`src/rtl/ebs_pkg.sv`:
```
package ebs_pkg;
   localparam int WAIT_W = 2;

   typedef enum logic [1:0] {
      ST_IDLE = 2'd0,
      ST_ACC  = 2'd1,
      ST_FIN  = 2'd2
   } seq_st_e;

   typedef struct packed {
      logic              narrow;
      logic              slow;
      logic [WAIT_W-1:0] waits;
   } area_cfg_t;
endpackage

```
`src/rtl/ebs_cfg_regs.sv`:
```
module ebs_cfg_regs
   import ebs_pkg::*;
#(
   parameter int N_AREA = 8,
   parameter int N_DIR  = 3
) (
   input  logic                       clk,
   input  logic                       rst_n,
   input  logic                       we,
   input  logic [1:0]                 sel,
   input  logic [WAIT_W*N_AREA-1:0]   wdata,
   output area_cfg_t [N_AREA-1:0]     cfg_o,
   output logic [N_DIR-1:0]           dir_o
);
   for (genvar i = 0; i < N_AREA; i++) begin : g_area
      always_ff @(posedge clk or negedge rst_n) begin
         if (!rst_n) begin
            cfg_o[i].narrow <= 1'b0;
            cfg_o[i].slow   <= 1'b1;
            cfg_o[i].waits  <= '1;
         end else if (we) begin
            case (sel)
               2'd0:    cfg_o[i].narrow <= wdata[i];
               2'd1:    cfg_o[i].slow   <= wdata[i];
               2'd2:    cfg_o[i].waits  <= wdata[WAIT_W*i +: WAIT_W];
               default: ;
            endcase
         end
      end
   end

   always_ff @(posedge clk or negedge rst_n) begin
      if (!rst_n) dir_o <= '0;
      else if (we && sel == 2'd3) dir_o <= wdata[N_DIR-1:0];
   end


   dir_write_chk: assert property (@(posedge clk) disable iff (!rst_n)
      (we && sel == 2'd3) |=> (dir_o == $past(wdata[N_DIR-1:0])));
endmodule

```
`src/rtl/ebs_cs_drv.sv`:
```
module ebs_cs_drv #(
   parameter int N_AREA = 8,
   parameter int N_DIR  = 3,
   localparam int AREA_W = $clog2(N_AREA)
) (
   input  logic              clk,
   input  logic              rst_n,
   input  logic              active,
   input  logic [AREA_W-1:0] area,
   input  logic [N_DIR-1:0]  dir,
   output logic [N_AREA-1:0] cs_n,
   output logic [N_AREA-1:0] cs_oe
);
   for (genvar i = 0; i < N_AREA; i++) begin : g_pin
      assign cs_n[i] = !(active && area == AREA_W'(i));
      if (i >= 1 && i <= N_DIR) begin : g_dir
         assign cs_oe[i] = dir[i-1];
      end else begin : g_fixed
         assign cs_oe[i] = 1'b1;
      end
   end


   cs_onehot_chk: assert property (@(posedge clk) disable iff (!rst_n)
      $onehot0(~cs_n));
endmodule

```
`src/rtl/ebs_seq.sv`:
```
module ebs_seq
   import ebs_pkg::*;
#(
   parameter int ADDR_W = 24,
   parameter int AREA_W = 3,
   localparam int MAX_LEN = 3 + (2**WAIT_W - 1),
   localparam int LEN_W   = $clog2(MAX_LEN + 1)
) (
   input  logic              clk,
   input  logic              rst_n,
   input  logic              start,
   input  logic [ADDR_W-1:0] addr,
   input  logic [AREA_W-1:0] area,
   input  logic              is_word,
   input  logic              is_write,
   input  area_cfg_t         cfg,
   output logic              active,
   output logic              done,
   output logic              busy,
   output logic [AREA_W-1:0] area_o,
   output logic [ADDR_W-1:0] bus_addr,
   output logic              bus_we
);
   seq_st_e     st_q;
   logic [LEN_W-1:0] len_q, cnt_q;
   logic        split_q, part_q;

   always_ff @(posedge clk or negedge rst_n) begin
      if (!rst_n) begin
         st_q     <= ST_IDLE;
         len_q    <= '0;
         cnt_q    <= '0;
         split_q  <= 1'b0;
         part_q   <= 1'b0;
         area_o   <= '0;
         bus_addr <= '0;
         bus_we   <= 1'b0;
      end else begin
         case (st_q)
            ST_IDLE: if (start) begin
               st_q    <= ST_ACC;
               area_o  <= area;
               len_q   <= cfg.slow ? LEN_W'(3) + LEN_W'(cfg.waits) : LEN_W'(2);
               cnt_q   <= LEN_W'(1);
               split_q <= is_word && cfg.narrow;
               part_q  <= 1'b0;
               bus_we  <= is_write;
               bus_addr <= (is_word && cfg.narrow) ? {addr[ADDR_W-1:1], 1'b0} : addr;
            end
            ST_ACC: begin
               if (cnt_q == len_q) begin
                  if (split_q && !part_q) begin
                     part_q      <= 1'b1;
                     cnt_q       <= LEN_W'(1);
                     bus_addr[0] <= 1'b1;
                  end else begin
                     st_q <= ST_FIN;
                  end
               end else begin
                  cnt_q <= cnt_q + LEN_W'(1);
               end
            end
            ST_FIN:  st_q <= ST_IDLE;
            default: st_q <= ST_IDLE;
         endcase
      end
   end

   assign active = (st_q == ST_ACC);
   assign done   = (st_q == ST_FIN);
   assign busy   = (st_q != ST_IDLE);


   done_pulse_chk: assert property (@(posedge clk) disable iff (!rst_n)
      done |=> !busy && !done);

   cs_gap_chk: assert property (@(posedge clk) disable iff (!rst_n)
      $rose(active) |-> $past(!busy));

   cfg_hold_chk: assert property (@(posedge clk) disable iff (!rst_n)
      (active && $past(active)) |-> ($stable(len_q) && $stable(area_o)));

   split_only_chk: assert property (@(posedge clk) disable iff (!rst_n)
      $rose(part_q) |-> (split_q && bus_addr[0]));
endmodule

```
`src/rtl/ext_bus_seq.sv`:
```
module ext_bus_seq
   import ebs_pkg::*;
#(
   parameter int ADDR_W = 24,
   parameter int N_AREA = 8,
   parameter int N_DIR  = 3,
   localparam int AREA_W = $clog2(N_AREA),
   localparam int CFG_W  = WAIT_W * N_AREA
) (
   input  logic              clk,
   input  logic              rst_n,
   input  logic              cfg_we,
   input  logic [1:0]        cfg_sel,
   input  logic [CFG_W-1:0]  cfg_wdata,
   input  logic              req_valid,
   input  logic [ADDR_W-1:0] req_addr,
   input  logic              req_write,
   input  logic              req_word,
   output logic              busy,
   output logic              done,
   output logic [N_AREA-1:0] cs_n,
   output logic [N_AREA-1:0] cs_oe,
   output logic [ADDR_W-1:0] bus_addr,
   output logic              bus_we
);
   if (N_AREA < N_DIR + 1 || (N_AREA & (N_AREA - 1)) != 0) begin : g_bad_area
      $error("N_AREA must be a power of two above N_DIR");
   end
   if (ADDR_W <= AREA_W) begin : g_bad_addr
      $error("ADDR_W too small for the area count");
   end

   area_cfg_t [N_AREA-1:0] cfg_all;
   logic [N_DIR-1:0]       dir;
   logic [AREA_W-1:0]      req_area, cur_area;
   logic                   active;

   assign req_area = req_addr[ADDR_W-1 -: AREA_W];

   ebs_cfg_regs #(.N_AREA(N_AREA), .N_DIR(N_DIR)) u_regs (
      .clk(clk), .rst_n(rst_n), .we(cfg_we), .sel(cfg_sel),
      .wdata(cfg_wdata), .cfg_o(cfg_all), .dir_o(dir)
   );

   ebs_seq #(.ADDR_W(ADDR_W), .AREA_W(AREA_W)) u_seq (
      .clk(clk), .rst_n(rst_n), .start(req_valid), .addr(req_addr),
      .area(req_area), .is_word(req_word), .is_write(req_write),
      .cfg(cfg_all[req_area]), .active(active), .done(done), .busy(busy),
      .area_o(cur_area), .bus_addr(bus_addr), .bus_we(bus_we)
   );

   ebs_cs_drv #(.N_AREA(N_AREA), .N_DIR(N_DIR)) u_cs (
      .clk(clk), .rst_n(rst_n), .active(active), .area(cur_area),
      .dir(dir), .cs_n(cs_n), .cs_oe(cs_oe)
   );


   idle_cs_chk: assert property (@(posedge clk) disable iff (!rst_n)
      !busy |-> (cs_n == '1));
endmodule

```
`config.mk`:
```
export PLATFORM = sky130hd
export DESIGN_NAME = ext_bus_seq
export DESIGN_NICKNAME = d
export VERILOG_FILES = /design/src/rtl/ebs_pkg.sv /design/src/rtl/ebs_cfg_regs.sv /design/src/rtl/ebs_cs_drv.sv /design/src/rtl/ebs_seq.sv /design/src/rtl/ext_bus_seq.sv
export SDC_FILE = /design/constraint.sdc
export NUM_CORES = 1
export LEC_CHECK = 0
export BUFFER_PORTS_ARGS = -buffer_cell sky130_fd_sc_hd__buf_4
export CORE_ASPECT_RATIO = 1.4
export CORE_MARGIN = 2
export CORE_UTILIZATION = 45
export CTS_BUF_LIST = sky130_fd_sc_hd__clkbuf_2 sky130_fd_sc_hd__clkbuf_4 sky130_fd_sc_hd__clkbuf_8
export CTS_CLUSTER_DIAMETER = 150
export DETAILED_ROUTE_END_ITERATION = 6
export PLACE_DENSITY = 0.7
export SLEW_MARGIN = 30
export SYNTH_ARGS = -nofsm -noshare
export SYNTH_HDL_FRONTEND = slang
export SYNTH_HIERARCHICAL = 1
export SYNTH_SLANG_ARGS = --single-unit
export TNS_END_PERCENT = 100
```
`constraint.sdc`:
```
create_clock -name clk -period 1.9 [get_ports clk]
set_input_delay 0.38 -clock clk [delete_from_list [all_inputs] [get_ports clk]]
set_output_delay 0.38 -clock clk [all_outputs]
set_load 0.01 [all_outputs]
```
**Word-level counts from Yosys, hierarchy flattened**

Index checks and enable logic that the tools add are counted.

- Bits in registers: 73
- Input bits: 48
- Output and inout port bits: 43

- Add/subtract/negate cells: 2
- $lt $le $gt $ge: 1
- Equality and inequality tests: 18
- Mux-type cells: 18
- Reductions and logical operators: 32

Operators by type and width:

| kind | number |
|---|---|
| binary-select mux 4 bit (select 3 bit) | 1 |
| equality test 3 bit, second input constant | 4 |
| two-way mux 3 bit | 4 |
| logical AND 1 bit | 11 |
| zero test 1 bit | 9 |
| != test 2 bit, second input constant | 4 |
| AND reduction 2 bit | 4 |
| equality test 2 bit, second input constant | 3 |
| equality test 3 x 2 -> 1 bit, second input constant | 2 |
| two-way mux 2 bit | 3 |
| case mux 3 bit (2 select lines) | 1 |
| AND reduction 3 bit | 2 |
| two-way mux 1 bit | 5 |
| equality test 2 x 1 -> 1 bit, second input constant | 2 |
| zero test 2 bit | 2 |
| less-than comparator 3 x 4 -> 1 bit, second input constant | 1 |
| two-way mux 4 bit | 1 |
| case mux 1 bit (2 select lines) | 2 |
| case mux 2 bit (2 select lines) | 1 |
| AND reduction 4 bit | 1 |
| nonzero test 2 bit | 2 |
| adder 2 x 2 -> 3 bit, first input constant | 1 |
| adder 3 x 1 -> 3 bit, second input constant | 1 |
| equality test 3 x 1 -> 1 bit, second input constant | 1 |
| 3 further kinds | 3 |

**Longest topological paths before layout**

- Depth after elaboration: 6
- Depth in mapped cells: 7
- Mapped depth without buffers: 6

**Cells and area by module**

Netlist, hierarchy kept.

By module, submodules not included:

| module | instances | cells each | area each (um^2) |
|---|---|---|---|
| ebs_seq | 1 | 171 | 1604.0 |
| ebs_cfg_regs | 1 | 75 | 1366.3 |
| ext_bus_seq | 1 | 14 | 270.3 |
| ebs_cs_drv | 1 | 17 | 140.1 |

**Least setup slack after synthesis**

Ideal clock, no wire load.

- Path type: input -> register
- Start: input port req_addr[21]
- End: register u_seq.len_q[1]
- Setup time: 0.082 ns
- Data arrival time: 1.707 ns
- Setup slack: 0.111 ns
- Stages on the path: 6
- Buffers on the path: 1
- Cell sequence: buf_6 mux4_1 mux2_2 inv_1 ha_1 a31oi_1

- Longest elaborated chain between the ends: 4

RTL lines:

| item | RTL line | text |
|---|---|---|
| from (decl) | ext_bus_seq.sv:16 | `input logic [ADDR_W-1:0] req_addr,` |
| binary-select mux 4 bit (select 3 bit) * | ext_bus_seq.sv:48 | `.cfg(cfg_all[req_area]), .active(active), .done(done), .busy(busy),` |
| two-way mux 4 bit (implied by the code) * | ext_bus_seq.sv:48 |  |
| adder 2 x 2 -> 3 bit | ebs_seq.sv:43 | `len_q <= cfg.slow ? LEN_W'(3) + LEN_W'(cfg.waits) : LEN_W'(2);` |
| two-way mux 3 bit * | ebs_seq.sv:43 |  |
| to (signal assigned) | ebs_seq.sv:43 |  |
| to (decl) | ebs_seq.sv:25 | `logic [LEN_W-1:0] len_q, cnt_q;` |

Every way passes the cells marked *; elsewhere a longest branch is shown, timed or not. The select of a mux whose other input is x is not followed.
A chain may end at the register's enable or synchronous reset.

**Final worst setup path**

- Start: register u_seq.st_q[1]
- End: output port cs_n[0]

- Longest elaborated chain between the ends: 3

RTL lines:

| item | RTL line | text |
|---|---|---|
| from (decl) | ebs_seq.sv:24 | `seq_st_e st_q;` |
| from (signal assigned) | ebs_seq.sv:30 | `st_q <= ST_IDLE;` |
| from (signal assigned) | ebs_seq.sv:41 | `st_q <= ST_ACC;` |
| from (signal assigned) | ebs_seq.sv:57 | `st_q <= ST_FIN;` |
| equality test 2 x 1 -> 1 bit | ebs_seq.sv:69 | `assign active = (st_q == ST_ACC);` |
| named net active | ext_bus_seq.sv:36 | `logic active;` |
| logical AND 1 bit | ebs_cs_drv.sv:15 | `assign cs_n[i] = !(active && area == AREA_W'(i));` |
| zero test 1 bit | ebs_cs_drv.sv:15 |  |
| to (decl) | ext_bus_seq.sv:21 | `output logic [N_AREA-1:0] cs_n,` |

The timed path passes the listed nets, and every way through them passes these cells.

==> metrics.md <==
| Metric | Value |
|---|---|
| Status | `finished, violations left` |
| Failing checks | `negative setup slack` |
| Proportion of synthesized area in mux cells | `0.199` |
| Worst Hold Class | `input pin to register` |
| Synthesis Warnings | `6` |
| Via count | `2,322` |
| Number of diodes | `0` |
| Post-synthesis cell area | `3380 um2` |
| Pwr per Cell Area | `1410 nW/um2` |
| Fmax | `522 MHz` |
| Share of layout cells above drive strength 1 | `0.504` |
| PortBufs | `85` |
| RSZ-0062 raised after global routing | `yes` |
| Placed Cells | `452` |
| CTS Sinks | `73` |
| Num CTS Buffers | `9` |
| Ys flop type | `dfrtp_1` |
| Cell taking the most area after synthesis | `dfrtp_1` |
| Final hold vios | `0` |
| Hold EP | `u_seq/bus_addr[13]` |
| Hold path cells | `3` |
| Core ar. | `7310 um2` |
| Syn_area_per_cell | `12.2 um2` |
| Worst-Skew Late Latency | `350 ps` |
| Leakage | `2.15 nW` |
| Die Footprint | `8230 um2` |
| Worst Setup End Kind | `primary output` |
| Routed wire length | `7110 um` |
| Netlist cell types | `40` |
| Via density | `4.90` |
| R2r worst-path depth | `5` |
| Max-cap violations | `0` |
| Hold path start | `req_addr[13]` |
| Util after Layout | `0.600` |
| Max stage delay on crit path | `450 ps` |
| First-pass GRT wire length | `11,700 um` |
| Largest net degree at the start of global routing | `37` |
| Initial antenna violation count | `0` |
| Finished Cell Area | `4390 um2` |
| WP data required | `1520 ps` |
| Final Power | `6.19 mW` |
| Crit path max fanout | `3` |
| Setup CP Type | `register to primary output` |
| Placed instance area | `4100 um2` |
| Most common cell in the synthesized netlist | `nand2_1` |
| Worst-path cell with the longest stage delay | `or4b_4` |
| CP cell instances | `nand2b_4 -> inv_4 -> or4b_4 -> buf_6` |
| WL/cell | `15.0 um` |
| Residual DRC | `0` |
| Layout Nets | `422` |
| Area Growth Syn to Fin | `29.9%` |
| R2R Setup Slk | `210 ps` |
| Gr usage total | `0.185` |
| Crit share post-route | `1.01` |
| Clock skew | `6.41 ps` |
| CTS max path bufs | `2` |
| Final Instance Count excl. Fillers | `474` |
| XOR/XNOR Fraction of Synth Area | `0.0144` |
| Setup TNS Final | `-16.2 ps` |
| H-tree levels | `3` |
| Number of synthesized register bits | `73` |
| Largest family of logic cells by synthesized area | `multiplexers` |
| Die Y | `107 um` |
| DRT Pass-1 Iters | `4` |
| Async set-or-reset flop fraction in the synthesized netlist | `1.00` |
| EDFF count, synth | `0` |
| Clk pin slew, worst setup/hold paths | `80 ps` |
| Congestion Overflow GR | `0` |
| Max Transition Viols Final | `0` |
| Die X | `77.3 um` |
| Startpoint Class | `register` |
| Initial drt markers | `129` |
| Final antenna-violating net count | `0` |
| Share of the synthesized area in the top cell type | `0.363` |
| Synth Area in Compound Gates | `0.0229` |
| Worst R2R Start | `u_regs/cfg_o[13]` |
| Io pins | `91` |
| Register area share after synthesis | `0.549` |
| Crit path arrival time | `1540 ps` |
| Routability cong. | `0.739` |
| Simple-gate share of the synthesized area | `0.163` |
| Synth cell count leaders | `nand2_1 (90), dfrtp_1 (49), mux2_2 (39), dfstp_2 (24)` |
| Setup WS post-layout | `-16.2 ps` |
| Starting Density | `0.462` |
| Minimum clock period | `1920 ps` |
| Number of global-route vias before repair | `2,445` |
| Synth area leaders | `dfrtp_1 (36%), dfstp_2 (19%), mux2_2 (13%), nand2_1 (10%), mux4_1 (6.2%)` |
| Peak VDD IR | `0.996 mV` |
| Setup-failing EPs final | `1` |
| RR Endpoint | `u_seq/len_q[1]` |
| Dpl hpwl | `5080 um` |
| Clock root buffer | `clkbuf_8` |
| TritonCTS clock tree | `built` |
| Syn Inst Count | `277` |
| Post-Synth Adder-Cell Area | `0.00740` |
| FP Rows | `37` |
-- layout by cell type, fill, tap and decap left out, types with 3 or more instances in the layout --
cell / Yosys / routed
mux2_2: 39 / 39
conb_1: 1 / 5
clkbuf_8: 0 / 11
nor2_1: 5 / 5
nand4b_1: 3 / 3
dfstp_2: 24 / 24
nand4bb_1: 3 / 3
inv_1: 5 / 4
dfrtp_1: 49 / 49
xnor2_2: 3 / 3
buf_4: 8 / 95
nand2_1: 90 / 90
mux4_1: 8 / 8
-- flip-flops by register name, summed over array words and instances (netlist names) --
signal	flops
u_regs/cfg_o	32
u_regs/dir_o	3
u_seq/area_o	3
u_seq/bus_addr	24
u_seq/bus_we	1
u_seq/cnt_q	3
u_seq/len_q	3
u_seq/part_q	1
u_seq/split_q	1
u_seq/st_q	2
-- routing by layer --
metal	part of all wire	GRT usage	routed length, um	vias to the layer above
met3	0.037	0.0526	266	11
met1	0.39	0.200	2740	1132
met5	0	0	0	-
met2	0.55	0.334	3940	59
met4	0.022	0.0829	158	0
li1	-	-	-	1120
-- worst max-delay path, delay by kind of cell (launching register included) --
family	cells	cell delay, ps
AND/OR/NAND/NOR	2	610
buffers and inverters	2	200
flip-flops	1	390
-- layout make-up --
| class | count | area [um2] |
|---|---|---|
| timing repair buffer | 98 | 754 |
| inverter | 5 | 21.3 |
| sequential | 73 | 1860 |
| clock buffer | 11 | 151 |
| clock inverter | 5 | 77.6 |
| fill | 654 | 2920 |
| tap | 97 | 121 |
| multi-input combinational | 185 | 1410 |
-- through the flow --
| stage | hold slack, ps | setup slack (ps) |
|---|---|---|
| final | 207 | -16.2 |
| after global routing | 197 | -81.0 |
| after CTS | 191 | -23.6 |
| after detailed placement | 273 | -59.9 |
| after global placement | 273 | 7.47 |
| after floorplan | 84.4 | 111 |
-- power breakdown --
| part | switching [mW] | internal (mW) |
|---|---|---|
| Sequential | 0.363 | 2.15 |
| Combinational | 1.07 | 1.24 |
| Clock | 0.570 | 0.806 |
| Total | 2.00 | 4.19 |
-- worst max-delay path by stage --
| stage | from | endpoint | slack [ps] | cells after the start |
|---|---|---|---|---|
| 6_report | u_seq/st_q[1] | cs_n[0] | -20 | 4 |
| 5_1_grt | u_seq/st_q[1] | cs_n[0] | -80 | 4 |
| 4_1_cts | u_seq/st_q[1] | cs_n[0] | -20 | 4 |
| 3_5_place_dp | req_addr[21] | u_seq/len_q[1] | -60 | 6 |
| 3_3_place_gp | req_addr[21] | u_seq/len_q[1] | 7 | 6 |
| 2_1_floorplan | req_addr[21] | u_seq/len_q[1] | 110 | 6 |
-- what timing repair did --
item                                   CTS  global route
endpoints found under the hold margin    9             0
gates resized for setup                  3             2
setup endpoints to repair                4             1
buffers inserted                         3             2
cloned                                   0             0
hold buffers                             1             0
-- cells by family after synthesis --
| group | count (synthesis) |
|---|---|
| DFF | 73 |
| muxes | 49 |
| adders and majority gates | 2 |
| other | 1 |
| AOI/OAI and AO/OA | 10 |
| and+or+nand+nor | 116 |
| xor gates and xnor gates | 3 |
| buffers and inverters | 23 |
Note: power is estimated with default switching activity, not from simulation.
